$ cat src/rtl/fuse_lock_pkg.sv
package fuse_lock_pkg;

  localparam int unsigned OFF_GLOB = 32'h010;
  localparam int unsigned OFF_DBG  = 32'h014;
  localparam int unsigned OFF_PERM = 32'h04C;
  localparam int unsigned OFF_PROG = 32'h064;
  localparam int unsigned OFF_SWR  = 32'h07C;
  localparam int unsigned OFF_REF  = 32'h094;

  typedef enum logic [2:0] {
    RD_NONE,
    RD_GLOB,
    RD_DBG,
    RD_PERM,
    RD_PROG,
    RD_SWR,
    RD_REF
  } rdSel_e;

  // Strobes from the decoder to the register datapath
  typedef struct packed {
    logic   wrProg;
    logic   wrSwr;
    logic   wrRef;
    logic   wrGlob;
    logic   wrDbg;
    logic   rdStb;
    rdSel_e rdSel;
    logic [7:0] regIdx;
  } lockCmd_t;

endpackage

$ cat src/rtl/fuse_lock_ctrl.sv
module fuse_lock_ctrl
  import fuse_lock_pkg::*;
#(
  parameter int ADDR_W = 12,
  parameter int REGS   = 3
) (
  input  logic              wrEn,
  input  logic              rdEn,
  input  logic [ADDR_W-1:0] addr,
  output lockCmd_t          cmd
);

  localparam int unsigned SPAN = 4 * REGS;

  function automatic logic inBank(input logic [ADDR_W-1:0] a, input int unsigned base);
    int unsigned av;
    av = int'(a);
    return (av >= base) && (av < base + SPAN) && (a[1:0] == 2'b00);
  endfunction

  function automatic logic [7:0] bankIdx(input logic [ADDR_W-1:0] a, input int unsigned base);
    int unsigned off;
    off = int'(a) - base;
    return 8'(off >> 2);
  endfunction

  rdSel_e     sel;
  logic [7:0] idx;

  always_comb begin
    sel = RD_NONE;
    idx = '0;
    if (int'(addr) == OFF_GLOB) begin
      sel = RD_GLOB;
    end else if (int'(addr) == OFF_DBG) begin
      sel = RD_DBG;
    end else if (inBank(addr, OFF_PERM)) begin
      sel = RD_PERM;
      idx = bankIdx(addr, OFF_PERM);
    end else if (inBank(addr, OFF_PROG)) begin
      sel = RD_PROG;
      idx = bankIdx(addr, OFF_PROG);
    end else if (inBank(addr, OFF_SWR)) begin
      sel = RD_SWR;
      idx = bankIdx(addr, OFF_SWR);
    end else if (inBank(addr, OFF_REF)) begin
      sel = RD_REF;
      idx = bankIdx(addr, OFF_REF);
    end
  end

  always_comb begin
    cmd        = '0;
    cmd.rdSel  = sel;
    cmd.regIdx = idx;
    cmd.rdStb  = rdEn;
    cmd.wrGlob = wrEn && (sel == RD_GLOB);
    cmd.wrDbg  = wrEn && (sel == RD_DBG);
    cmd.wrProg = wrEn && (sel == RD_PROG);
    cmd.wrSwr  = wrEn && (sel == RD_SWR);
    cmd.wrRef  = wrEn && (sel == RD_REF);
  end

endmodule

$ cat src/rtl/fuse_lock_dp.sv
module fuse_lock_dp
  import fuse_lock_pkg::*;
#(
  parameter int NUM_WORDS = 96,
  parameter int DBG_BITS  = 11
) (
  input  logic                 clk,
  input  logic                 rst_n,
  input  lockCmd_t             cmd,
  input  logic [31:0]          wrData,
  input  logic [NUM_WORDS-1:0] permLockIn,
  output logic [31:0]          rdData,
  output logic [NUM_WORDS-1:0] refreshInhibit,
  output logic [NUM_WORDS-1:0] shadowWrInhibit,
  output logic [NUM_WORDS-1:0] progInhibit,
  output logic                 upperLock,
  output logic [DBG_BITS-1:0]  dbgEnable
);

  localparam int WORD_BITS = 32;
  localparam int REGS      = NUM_WORDS / WORD_BITS;
  localparam int KINDS     = 3;   // 0 program, 1 shadow-write, 2 shadow-refresh
  localparam logic [3:0] GLOB_MASK = 4'b1101;

  logic [KINDS-1:0][NUM_WORDS-1:0] lockVec, lockNext;
  logic [3:0]                      globLock;
  logic [DBG_BITS-1:0]             dbgReg;
  logic [KINDS-1:0]                wrKind;
  logic [31:0]                     rdNext;

  logic [REGS-1:0][WORD_BITS-1:0] permWords, progWords, swrWords, refWords;

  assign wrKind = {cmd.wrRef, cmd.wrSwr, cmd.wrProg};

  genvar gr;
  generate
    for (gr = 0; gr < REGS; gr++) begin : g_view
      assign permWords[gr] = permLockIn[gr*WORD_BITS +: WORD_BITS];
      assign progWords[gr] = lockVec[0][gr*WORD_BITS +: WORD_BITS];
      assign swrWords[gr]  = lockVec[1][gr*WORD_BITS +: WORD_BITS];
      assign refWords[gr]  = lockVec[2][gr*WORD_BITS +: WORD_BITS];
    end
  endgenerate

  always_comb begin
    lockNext = lockVec;
    for (int kd = 0; kd < KINDS; kd++) begin
      for (int r = 0; r < REGS; r++) begin
        if (wrKind[kd] && (cmd.regIdx == 8'(r))) begin
          lockNext[kd][r*WORD_BITS +: WORD_BITS] =
            lockVec[kd][r*WORD_BITS +: WORD_BITS] | wrData;
        end
      end
    end
  end

  always_ff @(posedge clk or negedge rst_n) begin
    if (!rst_n) begin
      lockVec  <= '0;
      globLock <= '0;
      dbgReg   <= '0;
    end else begin
      lockVec <= lockNext;
      if (cmd.wrGlob) globLock <= globLock | (wrData[3:0] & GLOB_MASK);
      if (cmd.wrDbg && !globLock[2]) dbgReg <= wrData[DBG_BITS-1:0];
    end
  end

  always_comb begin
    rdNext = '0;
    case (cmd.rdSel)
      RD_GLOB: rdNext = {28'd0, globLock};
      RD_DBG:  rdNext = {{(32-DBG_BITS){1'b0}}, dbgReg};
      default: begin
        for (int r = 0; r < REGS; r++) begin
          if (cmd.regIdx == 8'(r)) begin
            case (cmd.rdSel)
              RD_PERM: rdNext = permWords[r];
              RD_PROG: rdNext = progWords[r];
              RD_SWR:  rdNext = swrWords[r];
              RD_REF:  rdNext = refWords[r];
              default: rdNext = '0;
            endcase
          end
        end
      end
    endcase
  end

  always_ff @(posedge clk or negedge rst_n) begin
    if (!rst_n) rdData <= '0;
    else if (cmd.rdStb) rdData <= rdNext;
  end

  assign progInhibit     = lockVec[0] | {NUM_WORDS{globLock[3]}};
  assign shadowWrInhibit = lockVec[1];
  assign refreshInhibit  = lockVec[2];
  assign upperLock       = globLock[0];
  assign dbgEnable       = dbgReg;


  lock_sticky_chk: assert property (@(posedge clk) disable iff (!rst_n)
    ((lockVec & $past(lockVec)) == $past(lockVec)));


  glob_sticky_chk: assert property (@(posedge clk) disable iff (!rst_n)
    ((globLock & $past(globLock)) == $past(globLock)));


  zero_write_chk: assert property (@(posedge clk) disable iff (!rst_n)
    (wrData == '0) |=> $stable(lockVec));


  dbg_lock_hold_chk: assert property (@(posedge clk) disable iff (!rst_n)
    globLock[2] |=> $stable(dbgReg));


  undef_zero_chk: assert property (@(posedge clk) disable iff (!rst_n)
    (cmd.rdStb && cmd.rdSel == RD_NONE) |=> (rdData == '0));


  rd_hold_chk: assert property (@(posedge clk) disable iff (!rst_n)
    !cmd.rdStb |=> $stable(rdData));

endmodule

$ cat src/rtl/fuse_lock_bank.sv
module fuse_lock_bank
  import fuse_lock_pkg::*;
#(
  parameter int ADDR_W    = 12,
  parameter int NUM_WORDS = 96,
  parameter int DBG_BITS  = 11
) (
  input  logic                 clk,
  input  logic                 rst_n,
  input  logic                 wrEn,
  input  logic                 rdEn,
  input  logic [ADDR_W-1:0]    addr,
  input  logic [31:0]          wrData,
  input  logic [NUM_WORDS-1:0] permLockIn,
  output logic [31:0]          rdData,
  output logic [NUM_WORDS-1:0] refreshInhibit,
  output logic [NUM_WORDS-1:0] shadowWrInhibit,
  output logic [NUM_WORDS-1:0] progInhibit,
  output logic                 upperLock,
  output logic [DBG_BITS-1:0]  dbgEnable
);

  localparam int REGS = NUM_WORDS / 32;

  lockCmd_t cmd;

  fuse_lock_ctrl #(.ADDR_W(ADDR_W), .REGS(REGS)) u_ctrl (
    .wrEn (wrEn),
    .rdEn (rdEn),
    .addr (addr),
    .cmd  (cmd)
  );

  fuse_lock_dp #(.NUM_WORDS(NUM_WORDS), .DBG_BITS(DBG_BITS)) u_dp (
    .clk             (clk),
    .rst_n           (rst_n),
    .cmd             (cmd),
    .wrData          (wrData),
    .permLockIn      (permLockIn),
    .rdData          (rdData),
    .refreshInhibit  (refreshInhibit),
    .shadowWrInhibit (shadowWrInhibit),
    .progInhibit     (progInhibit),
    .upperLock       (upperLock),
    .dbgEnable       (dbgEnable)
  );

endmodule

$ cat config.mk
export PLATFORM = sky130hd
export DESIGN_NAME = fuse_lock_bank
export DESIGN_NICKNAME = d
export VERILOG_FILES = /design/src/rtl/fuse_lock_pkg.sv /design/src/rtl/fuse_lock_ctrl.sv /design/src/rtl/fuse_lock_dp.sv /design/src/rtl/fuse_lock_bank.sv
export SDC_FILE = /design/constraint.sdc
export NUM_CORES = 1
export LEC_CHECK = 0
export ABC_AREA = 1
export BUFFER_PORTS_ARGS = -buffer_cell sky130_fd_sc_hd__buf_2
export CAP_MARGIN = 0
export CORE_MARGIN = 4
export CORE_UTILIZATION = 25
export CTS_BUF_LIST = sky130_fd_sc_hd__clkbuf_8
export DETAILED_ROUTE_END_ITERATION = 10
export PLACE_DENSITY = 0.44
export SYNTH_ARGS = -nofsm -noshare
export SYNTH_HDL_FRONTEND = slang
export SYNTH_SLANG_ARGS = --single-unit
$ cat constraint.sdc
create_clock -name clk -period 1.1 [get_ports clk]
set_input_delay 0.11 -clock clk [delete_from_list [all_inputs] [get_ports clk]]
set_output_delay 0.11 -clock clk [all_outputs]
set_load 0.03 [all_outputs]
* Yosys cells after proc, flatten, opt, wreduce, memory -nomap -nowiden
Index checks and enable logic that the tools add are counted.
Word-level totals: bits in registers 335, bits of input ports 144, output and inout port bits 332, logic and storage cells 90
Cells by class: reduce and logical (&&, ||, !) cells 26, muxes and demuxes 19, order comparisons 8, $add $sub $neg 4, equality and inequality tests 10, bitwise gates (word level) 11
Operators with widths (count):
- one-hot mux 32 bit (4 select lines) | 3
- bitwise OR 32 bit | 9
- 2-to-1 mux 32 bit | 3
- bitwise OR 96 bit | 1
- one-hot mux 32 bit (2 select lines) | 1
- 2-to-1 mux 8 bit | 6
- >= comparator 12 x 7 -> 1 bit, second input constant | 3
- subtractor 10 x 7 -> 10 bit, second input constant | 3
- equality test 12 x 5 -> 1 bit, second input constant | 2
- less-than comparator 12 x 7 -> 1 bit, second input constant | 2
- less-than comparator 12 x 8 -> 1 bit, second input constant | 2
- logical AND 1 bit | 23
- 2-to-1 mux 3 bit | 6
- >= comparator 12 x 8 -> 1 bit, second input constant | 1
- subtractor 10 x 8 -> 10 bit, second input constant | 1
- equality test 3 bit, second input constant | 3
- equality test 8 x 1 -> 1 bit, second input constant | 1
- equality test 8 x 2 -> 1 bit, second input constant | 1
- zero test 8 bit | 1
- equality test 3 x 2 -> 1 bit, second input constant | 2
- bitwise OR 4 bit | 1
- equality test 3 x 1 -> 1 bit, second input constant | 1
- zero test 2 bit | 1
- zero test 1 bit | 1

* Longest topological paths before layout
Gate-level depths: netlist of run 1.
depth in word-level cells 15, depth in mapped cells 20, mapped depth without buffers 18

* Hierarchy
From an unflattened synthesis of run 1, not the netlist that was laid out.
Unflattened totals: cells, all modules 1903, area total of the unflattened synthesis 15946.5 um^2
Modules (own cells, without submodules):
- fuse_lock_dp | times used 1, cells each 1793, seq. area each 8358.0 um^2, area each 15309.7 um^2
- fuse_lock_ctrl | times used 1, cells each 110, seq. area each 0.0 um^2, area each 636.9 um^2

* Least setup slack after synthesis of run 1
No wires, ideal clock.
path type input -> register, start point in addr[2], end point reg u_dp.rdData[31], cell stages on the path 12, data required time 983 ps, path buffers 1, arrival time 1940 ps, path slack -957 ps, setup time 117 ps, cell sequence inv_1 > ha_1 > inv_1 > o211ai_1 > nand3_2 > nand3_4 > clkbuf_1 > o21ai_0 > o21ai_0 > nand2_1 > nand2_1 > nand2_1
Between the ends: word-level cells in the longest chain between the ends 15, elaborated cells on any way between the ends 50, classes of those cells add/sub (4); order compare (8); eq/ne (10); mux (19); reduce/logical (9)
Ends and longest elaborated chain:
- start: declaration | line fuse_lock_bank.sv:12 | input logic [ADDR_W-1:0] addr,
- >= comparator 12 x 8 -> 1 bit or less-than comparator 12 x 8 -> 1 bit (tied branches) | line fuse_lock_ctrl.sv:18 | return (av >= base) && (av < base + SPAN) && (a[1:0] == 2'b00);
- logical AND 1 bit (2 in a row) | line fuse_lock_ctrl.sv:18
- 2-to-1 mux 3 bit | line fuse_lock_ctrl.sv:46 | end else if (inBank(addr, OFF_REF)) begin
- 2-to-1 mux 3 bit | line fuse_lock_ctrl.sv:43 | end else if (inBank(addr, OFF_SWR)) begin
- 2-to-1 mux 3 bit | line fuse_lock_ctrl.sv:40 | end else if (inBank(addr, OFF_PROG)) begin
- 2-to-1 mux 3 bit | line fuse_lock_ctrl.sv:37 | end else if (inBank(addr, OFF_PERM)) begin
- 2-to-1 mux 3 bit | line fuse_lock_ctrl.sv:35 | end else if (int'(addr) == OFF_DBG) begin
- 2-to-1 mux 3 bit | line fuse_lock_ctrl.sv:33 | if (int'(addr) == OFF_GLOB) begin
- equality test 3 bit or equality test 3 x 2 -> 1 bit (tied branches) | line fuse_lock_dp.sv:77 | case (cmd.rdSel)
- one-hot mux 32 bit (4 select lines) | line fuse_lock_dp.sv:77
- 2-to-1 mux 32 bit (3 in a row) | line fuse_lock_dp.sv:76 | if (cmd.regIdx == 8'(r)) begin
- one-hot mux 32 bit (2 select lines) * | line fuse_lock_dp.sv:71 | case (cmd.rdSel)
- end signal: assignment | line fuse_lock_dp.sv:92 | else if (cmd.rdStb) rdData <= rdNext;
- end: declaration | line fuse_lock_dp.sv:12 | output logic [31:0] rdData,
Every way passes the cells marked *; elsewhere a longest branch is shown, timed or not. A chain may end at the register's enable or synchronous reset.

* Final worst setup path of run 1
start point reg u_dp.globLock[3], end point out progInhibit[11]
Between the ends: word-level cells in the longest chain between the ends 1
Ends and longest elaborated chain:
- start: declaration | line fuse_lock_dp.sv:26 | logic [3:0] globLock;
- start signal: assignment | line fuse_lock_dp.sv:64 | if (cmd.wrGlob) globLock <= globLock | (wrData[3:0] & GLOB_MASK);
- bitwise OR 96 bit | line fuse_lock_dp.sv:95 | assign progInhibit = lockVec[0] | {NUM_WORDS{globLock[3]}};
- end: declaration | line fuse_lock_bank.sv:18 | output logic [NUM_WORDS-1:0] progInhibit,
Every way passes these cells.

==> impl_metrics.py, run 1 <==
metrics = {
    "routing": {
        "drt-initial-drc-count": 1266,
        "route.met2.wl_um": 44100,
        "via_count": 18043,
        "ant_nets": 0,
        "dr.pass1.iters": 5,
        "wirelength_um": 92460,
        "vias_per_cell": 4.899,
        "met3_length_um": 5406,
        "highest_layer": "met4",
        "wl_per_cell_um": 25.11,
        "drcViolationCount": 0,
        "wl_met1_um": 39430,
    },
    "global_route": {
        "grt_pass1_vias": 18227,
        "antenna_found_initial": 1,
        "grt_max_degree": 67,
        "grt_pass1_wl_um": 125700,
        "grtUsageTotal_pct": 24.98,
        "overflow": 0,
    },
    "synth": {
        "yosys_warnings": 0,
        "yosys-top-cells-area": "dfrtp_1 52%, nand2_1 14%, o21bai_1 7.2%",
        "synth_area_leader_cell": "dfrtp_1",
        "ys_seq_area_share_pct": 52.20,
        "synthesis.area_sq_um": 16010,
        "syn_nets": 2045,
        "yosys-top-cells-count": "594 x nand2_1, 334 x dfrtp_1, 174 x inv_1, 154 x o21bai_1, 94 x o21ai_1",
        "ys_seq_elements": 334,
        "syn_area_per_cell_sq_um": 8.440,
        "ys_types": 40,
        "async_flop_share_pct": 100.0,
        "synth_top_cell_area_share_pct": 52.20,
        "yosysMostFrequentCell": "nand2_1",
        "synth_cells": 1897,
        "synth-main-ff-cell": "dfrtp_1",
        "synth_edf_count": 0,
    },
    "worst_hold_path": {
        "hold_path_class": "in -> reg",
        "hold_depth": 5,
    },
    "final_layout": {
        "drive_above_1_share_pct": 43.86,
        "final_cell_area_sq_um": 28050,
        "fin_nets": 2939,
        "syn_to_final_growth_pct": 75.22,
        "utilization_pct": 44.39,
    },
    "worst_setup_path": {
        "worst_path_most_repeated_cell": "buf_12",
        "path_class": "reg -> out",
        "crit_path_end_kind": "output port",
        "reg2reg_from": "u_dp.refreshInhibit[4]$_DFFE_PN0P_",
        "arrival_ns": 1.81,
        "reg2reg_to": "u_dp.rdData[4]$_DFFE_PN0P_",
        "r2r_slack_ns": -0.15,
        "required_ns": 0.99,
        "crit_fanout": 14,
        "reg2reg_depth": 8,
        "crit_start": "u_dp.globLock[3]$_DFFE_PN0P_",
        "critPathLaunchType": "flip-flop",
        "crit_slowest_cell": "dfrtp_1",
        "crit_path_end": "progInhibit[11]",
        "crit_path_max_incr_delay_ns": 0.41,
        "crit_chain": "clkinv_4, buf_12, buf_12, nand2_2, buf_6",
    },
    "pwr": {
        "power_density_nw_per_um2": 993.6,
        "ir_worst_vdd_mv": 0.6905,
        "finalPower_w": 0.02787,
        "leakage_nw": 14.48,
    },
    "clocking": {
        "worstSkewPairLatency_ns": 0.66,
        "tritoncts": "yes",
        "clk_pin_slew_ns": 0.06,
        "numCtsBuffers": 67,
        "clk_path_buf_depth": 3,
        "cts-root-buf": "clkbuf_8",
        "cts-htree-levels": 3,
        "cts.sinks": 334,
    },
    "placed_design": {
        "hpwl_um": 60300,
        "dp_slack_ns": -1.427,
        "place.gp.congestion": 0.8866,
        "io_buffers": 475,
        "placed_cell_area_sq_um": 21350,
    },
    "timing": {
        "layout_min_cycle_time_ns": 1.922,
        "max-slew-margin-rel_pct": 63.78,
        "fmaxAchievable_ghz": 0.5202,
        "hold_viol": 0,
        "tightest_slew_ns": 0.5426,
        "final_max_slew_viol_count": 0,
        "setup_slack_ns": -0.8223,
        "setup_viol": 676,
        "rsz0062_at_grt": "yes",
        "min_period_over_period_pct": 174.8,
        "finClkSkew_ns": 0.03361,
    },
    "job": {
        "max-cap-violations": 0,
    },
    "status": {
        "status": "finished, violations left",
        "failed_checks": "negative setup slack",
    },
    "floorplan": {
        "ios": 476,
        "coreArea_sq_um": 63200,
        "die_y_um": 261.1,
        "die_width_um": 261.1,
        "start_util_pct": 25.33,
        "die-area_sq_um": 68150,
        "num_rows": 92,
    },
}
layout by cell type (no fill, tap or decap), types with 13 or more instances in the layout:
cell           netlist  final
buf_12               0     65
o21ai_2              0     62
clkbuf_8             0     81
dfrtp_1            334    334
buf_8                0     13
o21ai_1             94     75
clkbuf_16            0     18
o21bai_1           154    152
o2111ai_1           32     17
buf_2               41    367
nand2_4              1     32
o21ai_0             71     27
buf_6                4    131
nand3_4              3     13
inv_1              174    188
nand2_2              4     95
buf_16               0     29
nor2_1              90     76
buf_4                6    206
nand4_1             78     78
o21bai_4             0     22
nand3_1             45     31
dlygate4sd3_1        0    102
nand2_1            594    464
area by class of cell:
class	count	area, sq um
Antenna cell	1	2.502
Clock buffer	81	1115
Clock inverter	33	198.9
Fill cell	6169	35140
Inverter	195	788.3
Multi-Input combinational cell	1260	7893
Sequential cell	334	8358
Tap cell	846	1059
Timing Repair Buffer	933	8640
state kept, by name, summed over array words and instances, names as in the netlist:
signal,flops
u_dp.dbgEnable,11
u_dp.globLock,3
u_dp.progWords,96
u_dp.rdData,32
u_dp.refreshInhibit,96
u_dp.shadowWrInhibit,96
where the power goes:
group	total, W	switching (W)	internal [W]
Combinational	0.00252	0.00152	0.00100
Sequential	0.0125	0.0000736	0.0124
Clock	0.0129	0.00598	0.00692
critical path, delay by kind of cell (launching register included):
kind	cells	cell delay, ns
buffers and inverters	4	0.66
DFF	1	0.41
and+or+nand+nor	1	0.09
cell families after synthesis:
logic type	Yosys count	synth area share (%)
flops	334	52.20
fa+ha+maj	4	0.3126
buf+inv	303	7.752
xor+xnor	2	0.1094
simple gates	836	22.16
compound gates	418	17.46
per-stage QoR:
step	std cells	hold WS, ns	TNS (ns)
finish	3683	0.01171	-325.99
global route	3683	-0.001264	-368.45
CTS	3631	0.002074	-306.35
detailed placement	3346	-0.06318	-428.84
global placement	3346	-0.06322	-429.23
floorplan	1897	-0.1856	-249.39
timing repair:
| action | CTS | global route |
|---|---|---|
| setup endpoints to repair | 664 | 738 |
| pin swaps | 71 | 129 |
| resized for setup | 292 | 460 |
| hold buffers | 102 | 0 |
| cloned | 27 | 20 |
| endpoints found under the hold margin | 668 | 0 |
| setup buffers | 44 | 47 |
worst min path at each step:
stage	slack, ns	start	end
floorplan	-0.19	rst_n	u_dp.dbgEnable[0]$_DFFE_PN0P_
global placement	-0.06	rst_n	u_dp.progWords[13]$_DFFE_PN0P_
detailed placement	-0.06	rst_n	u_dp.progWords[13]$_DFFE_PN0P_
CTS	0.002	permLockIn[65]	u_dp.rdData[1]$_DFFE_PN0P_
global route	-0.001	addr[1]	u_dp.globLock[0]$_DFFE_PN0P_
finish	0.01	addr[1]	u_dp.globLock[0]$_DFFE_PN0P_
per-layer routing:
layer	vias to the layer above	GRT usage (%)
met5	-	0
met4	0	9.818
met3	155	4.158
met2	700	40.13
met1	9114	33.80
li1	8074	-
(Power assumes the default switching activity.)
==> inputs of run 2 (changes only) <==
--- a/config.mk
+++ b/config.mk
@@ -5,7 +5,6 @@
 export SDC_FILE = /design/constraint.sdc
 export NUM_CORES = 1
 export LEC_CHECK = 0
-export ABC_AREA = 1
 export BUFFER_PORTS_ARGS = -buffer_cell sky130_fd_sc_hd__buf_2
 export CAP_MARGIN = 0
 export CORE_MARGIN = 4
==> run 2 against run 1 <==
  * The run ends with negative hold slack, negative setup slack left
  * Combinational power shrank 7%
  * Register-to-register slack lost 0.26 ns
  * Clock power shrank 5%
  * Non-clock buffer count grew 254
  * First-iteration DRC count shrank 10%
  * Power shrank 3.2%
  * Wire length shrank 5.0%
  * Core utilization grew 4.2 points
  * Hold slack lost 0.087 ns
  * Cell area grew 5.3%
  * Critical path type unchanged
  * Critical endpoint is now progInhibit[29]
  * Highest routed layer is now met5
==> impl_metrics.py, run 2 <==
metrics = {
    "status": {
        "status": "finished, violations left",
        "failed_checks": "negative hold slack, negative setup slack",
    },
    "timing": {
        "setup_viol": 663,
        "final_max_slew_viol_count": 0,
        "layout_min_cycle_time_ns": 2.070,
        "fmaxAchievable_ghz": 0.4831,
        "hold_viol": 18,
        "tightest_slew_ns": 0.5305,
        "min_period_over_period_pct": 188.2,
        "finClkSkew_ns": 0.03940,
        "max-slew-margin-rel_pct": 64.63,
        "setup_slack_ns": -0.9700,
        "hold_ws_ns": -0.07568,
        "rsz0062_at_grt": "yes",
    },
    "synth": {
        "synth_area_leader_cell": "dfrtp_1",
        "synth_edf_count": 0,
        "synth_top_cell_area_share_pct": 54.02,
        "ys_types": 68,
        "synth-main-ff-cell": "dfrtp_1",
        "async_flop_share_pct": 100.0,
        "synth_cells": 1353,
        "yosys-top-cells-area": "dfrtp_1 54%, a21o_1 14%, a22oi_1 7.4%",
        "syn_nets": 1501,
        "yosys-top-cells-count": "334 x dfrtp_1, 297 x a21o_1, 152 x a22oi_1, 98 x or2_2, 59 x clkbuf_1",
        "syn_area_per_cell_sq_um": 11.44,
        "ys_seq_elements": 334,
        "yosys_warnings": 0,
        "ys_seq_area_share_pct": 54.02,
        "yosysMostFrequentCell": "dfrtp_1",
        "synthesis.area_sq_um": 15470,
    },
    "floorplan": {
        "ios": 476,
        "num_rows": 90,
        "die-area_sq_um": 65930,
        "die_y_um": 256.8,
        "coreArea_sq_um": 60810,
        "die_width_um": 256.8,
        "start_util_pct": 25.44,
    },
    "clocking": {
        "cts.sinks": 334,
        "clk_pin_slew_ns": 0.07,
        "clk_path_buf_depth": 3,
        "worstSkewPairLatency_ns": 0.67,
        "cts-root-buf": "clkbuf_8",
        "numCtsBuffers": 60,
        "tritoncts": "yes",
        "ctsHoldBuffers": 95,
        "cts-htree-levels": 2,
    },
    "global_route": {
        "antenna_found_initial": 5,
        "grt_pass1_vias": 18264,
        "grtUsageTotal_pct": 25.80,
        "overflow": 0,
        "grt_pass1_wl_um": 126500,
        "grt_max_degree": 61,
    },
    "placed_design": {
        "hpwl_um": 56390,
        "dp_slack_ns": -1.589,
        "io_buffers": 475,
        "place.gp.congestion": 0.8401,
        "placed_cell_area_sq_um": 21530,
        "dp_cells": 2841,
    },
    "worst_setup_path": {
        "crit_start": "u_dp.globLock[3]$_DFFE_PN0P_",
        "crit_path_max_incr_delay_ns": 0.52,
        "crit_slowest_cell": "dfrtp_4",
        "crit_chain": "buf_12, or2_2, buf_2",
        "critPathLaunchType": "flip-flop",
        "path_class": "reg -> out",
        "arrival_ns": 1.96,
        "reg2reg_from": "u_dp.progWords[41]$_DFFE_PN0P_",
        "required_ns": 0.99,
        "crit_path_end_kind": "output port",
        "crit_fanout": 47,
    },
    "pwr": {
        "finalPower_w": 0.02697,
        "ir_worst_vdd_mv": 0.9676,
        "power_density_nw_per_um2": 912.7,
        "leakage_nw": 16.88,
    },
    "final_layout": {
        "fillers": 5554,
        "drive_above_1_share_pct": 54.91,
        "utilization_pct": 48.60,
        "fin_cells": 3289,
        "fin_nets": 2610,
        "final_cell_area_sq_um": 29550,
        "final_common_cell": "buf_6",
        "syn_to_final_growth_pct": 91.00,
        "layout_common_cells": "440 x buf_6, 332 x dfrtp_1, 326 x buf_4",
    },
    "routing": {
        "dr.pass1.iters": 5,
        "ant_nets": 0,
        "drt-initial-drc-count": 1139,
        "drcViolationCount": 0,
        "via_count": 16870,
        "wirelength_um": 87800,
        "wl_per_cell_um": 26.70,
        "vias_per_cell": 5.129,
    },
    "job": {
        "max-cap-violations": 0,
    },
    "worst_hold_path": {
        "hold_path_class": "in -> async",
    },
}
[run 2: cell types whose count changed after synthesis, sizes merged, moves of 44 or more]
cell / delta
a21o: +297
or2: +97
a22oi: +152
nand3: -44
nand2: -585
nor2: -53
nand4: -77
o21ai: -152
inv: -181
o21bai: -173
[run 2: what timing repair did]
item	4_1_cts	5_1_grt
pin swaps	177	85
setup endpoints to repair	663	663
buffers inserted	211	16
cloned	36	0
endpoints found under the hold margin	668	18
resized for setup	875	57
[run 2: stage by stage]
step / hold slack [ns] / setup TNS (ns)
final: -0.07568 / -401.19
after global routing: -0.09024 / -434.72
after CTS: -0.1184 / -405.46
after detailed placement: 0.01108 / -503.70
after global placement: 0.01510 / -487.28
after floorplan: -0.1856 / -331.13
[run 2: logic make-up after synthesis]
kind of cell | after synthesis | synth area share [%]
compound gates | 626 | 30.67
xor+xnor | 1 | 0.05662
fa+ha+maj | 4 | 0.3235
buf+inv | 146 | 4.747
flops | 334 | 54.02
mux | 11 | 0.8006
simple gates | 231 | 9.381
[run 2: final timing paths]
kind	slack (ns)	cells past startpoint	end
worst min-delay path	-0.08	2	u_dp.rdData[0]$_DFFE_PN0P_
worst min register to register	0.48	1	u_dp.progWords[67]$_DFFE_PN0P_
worst max-delay path	-0.97	3	progInhibit[29]
min in group clk	0.01	4	u_dp.rdData[31]$_DFFE_PN0P_
worst max register to register	-0.41	6	u_dp.rdData[9]$_DFFE_PN0P_
max in group asynchronous	0.50	3	u_dp.shadowWrInhibit[91]$_DFFE_PN0P_
[run 2: final cells by class]
class                      count  area (sq um)  share of cell area (%)
timing repair buffer        1187         11870                   40.16
clock buffer                  78          1074                   3.633
inverter                       6         27.53                 0.09315
clock inverter                28         156.4                  0.5292
multi-input combinational    873          7082                   23.96
sequential                   334          8363                   28.30
tap                          782         978.4                   3.311
antenna                        1         2.502                0.008468
[run 2: layer usage]
layer	wire (um)	global-route usage [%]	vias up	part of all wire, %
li1	-	-	7335	-
met1	35030	31.54	8598	40
met2	42860	43.81	750	49
met3	6593	6.858	179	7.5
met4	3267	9.577	8	3.7
met5	50	0	-	0.057
[run 2: critical path: cells and delay by family, from the launching register on]
kind	cells	cell delay, ns
flops	1	0.52
buf+inv	2	0.38
simple gates	1	0.34
[run 2: power breakdown]
part	switching (W)	leakage (nW)	internal [W]
clock	0.00566	0.706	0.00655
combinational	0.00131	11.5	0.00104
sequential	0.0000567	4.66	0.0124
total	0.00703	16.9	0.0199
==> inputs of run 3 (changes only) <==
--- a/config.mk
+++ b/config.mk
@@ -8,10 +8,10 @@
 export BUFFER_PORTS_ARGS = -buffer_cell sky130_fd_sc_hd__buf_2
 export CAP_MARGIN = 0
 export CORE_MARGIN = 4
-export CORE_UTILIZATION = 25
+export CORE_UTILIZATION = 35
 export CTS_BUF_LIST = sky130_fd_sc_hd__clkbuf_8
 export DETAILED_ROUTE_END_ITERATION = 10
-export PLACE_DENSITY = 0.44
+export PLACE_DENSITY = 0.58
 export SYNTH_ARGS = -nofsm -noshare
 export SYNTH_HDL_FRONTEND = slang
 export SYNTH_SLANG_ARGS = --single-unit
==> run 3 against run 2 <==
  * The run ends with negative setup slack left
  * Sequential share of layout area is 3.2 points higher
  * Wire length fell by 9.7%
  * Cell area is 10% lower
  * Clock-buffer cell count shrank 5
  * Flip-flop and latch count unchanged
  * Worst setup slack worse by 0.0019 ns
  * Global-route usage is 4.9 points higher
  * Non-clock buffer count down 145
  * Fmax barely moved
  * First-iteration DRC count is 42% higher
  * Critical endpoint is now progInhibit[30]
==> impl_metrics.py, run 3 (synthesis results as in run 2) <==
metrics = {
    "clocking": {
        "worstSkewPairLatency_ns": 0.68,
        "clk_path_buf_depth": 3,
        "cts.sinks": 334,
        "clk_pin_slew_ns": 0.06,
        "cts-root-buf": "clkbuf_8",
        "numCtsBuffers": 59,
        "cts-htree-levels": 2,
        "tritoncts": "yes",
    },
    "worst_setup_path": {
        "arrival_ns": 1.96,
        "crit_chain": "buf_12, buf_16, or2_2, buf_6",
        "critPathLaunchType": "flip-flop",
        "crit_fanout": 15,
        "crit_path_max_incr_delay_ns": 0.44,
        "crit_buf_inv": 3,
        "crit_path_end_kind": "output port",
        "path_class": "reg -> out",
        "crit_slowest_cell": "dfrtp_2",
        "path_delay_family": "buffers and inverters",
        "required_ns": 0.99,
    },
    "final_layout": {
        "syn_to_final_growth_pct": 71.77,
        "fin_nets": 2464,
        "final_common_cell": "buf_2",
        "final_cell_area_sq_um": 26580,
        "fin_cells": 2946,
        "drive_above_1_share_pct": 51.99,
        "layout_common_cells": "373 x buf_2, 333 x dfrtp_1, 326 x buf_4",
    },
    "floorplan": {
        "die_width_um": 218.3,
        "die_y_um": 218.3,
        "die-area_sq_um": 47640,
        "num_rows": 76,
        "start_util_pct": 35.68,
        "ios": 476,
        "coreArea_sq_um": 43360,
    },
    "timing": {
        "tns_ns": -391.85,
        "max-slew-margin-rel_pct": 44.47,
        "setup_viol": 673,
        "fmaxAchievable_ghz": 0.4827,
        "rsz0062_at_grt": "yes",
        "tightest_slew_ns": 0.8303,
        "final_max_slew_viol_count": 0,
        "finClkSkew_ns": 0.03045,
        "hold_viol": 0,
        "layout_min_cycle_time_ns": 2.072,
        "min_period_over_period_pct": 188.4,
        "setup_slack_ns": -0.9719,
        "hold_ws_ns": 0.05014,
    },
    "status": {
        "status": "finished, violations left",
        "failed_checks": "negative setup slack",
    },
    "routing": {
        "wl_per_cell_um": 26.93,
        "vias_per_cell": 5.645,
        "via_count": 16631,
        "wirelength_um": 79320,
        "ant_nets": 0,
        "drcViolationCount": 0,
        "dr.pass1.iters": 6,
        "drt-initial-drc-count": 1623,
    },
    "global_route": {
        "grt_pass1_wl_um": 110200,
        "grt_max_degree": 49,
        "grt_pass1_vias": 16785,
        "antenna_found_initial": 0,
        "overflow": 0,
        "grtUsageTotal_pct": 30.68,
    },
    "placed_design": {
        "hpwl_um": 50840,
        "placed_cell_area_sq_um": 21120,
        "io_buffers": 475,
        "place.gp.congestion": 0.9201,
        "dp_cells": 2622,
    },
    "pwr": {
        "leakage_nw": 15.82,
        "power_density_nw_per_um2": 992.2,
        "ir_worst_vdd_mv": 0.8618,
    },
    "worst_hold_path": {
        "hold_path_class": "in -> reg",
    },
    "job": {
        "max-cap-violations": 0,
    },
}
## run 3: stage by stage
step,setup slack (ns),power (W),util (%)
floorplan,-1.128,0.01325,-
global placement,-1.545,0.01434,48.71
detailed placement,-1.581,0.01435,48.71
CTS,-1.023,0.02648,58.90
global route,-0.9910,0.02721,61.29
finish,-0.9719,0.02637,61.29
## run 3: worst paths after layout
check                                                          start                                    to  slack [ns]  cells past startpoint
worst max-delay path                    u_dp.globLock[3]$_DFFE_PN0P_                       progInhibit[30]       -0.97                      4
max in group asynchronous                                      rst_n   u_dp.refreshInhibit[15]$_DFFE_PN0P_       -0.30                      3
worst min register to register  u_dp.shadowWrInhibit[71]$_DFFE_PN0P_  u_dp.shadowWrInhibit[71]$_DFFE_PN0P_        0.48                      1
worst min-delay path                                            rdEn            u_dp.rdData[2]$_DFFE_PN0P_        0.05                      4
worst max register to register   u_dp.refreshInhibit[54]$_DFFE_PN0P_           u_dp.rdData[22]$_DFFE_PN0P_       -0.41                      5
min in group asynchronous                                      rst_n         u_dp.dbgEnable[0]$_DFFE_PN0P_        0.14                      3
## run 3: repair_timing
item,CTS,global route
gates cloned,19,20
hold buffers,104,0
pin swaps,72,160
setup endpoints to repair,663,673
hold endpoints to repair,668,0
setup buffers,51,37
gates resized for setup,329,115
## run 3: report_power, final
part / switching, W / internal [W]
Combinational: 0.00129 / 0.000976
Sequential: 0.0000449 / 0.0124
Clock: 0.00550 / 0.00620
Total: 0.00684 / 0.0195
## run 3: area by class of cell
class	count	area, sq um
antenna	1	2.502
clock buffer	73	1005
clock inverter	32	173.9
fill	3532	16780
inverter	6	27.53
multi-input combinational	873	7168
sequential	334	8359
tap	585	732.0
timing repair buffer	1042	9109
## run 3: tightest hold or removal path, cell delays in order
cell     delay (ns)
buf_2          0.13
buf_4          0.21
a31oi_1        0.15
a21o_1         0.09
## run 3: metal layers
metal  global-route usage (%)  routed length (um)  share of wire (%)
met5                        0                   0                  0
met4                    12.03                3542                4.5
met3                    6.146                7112                9.0
met2                    49.59               37170                 47
met1                    40.76               31500                 40
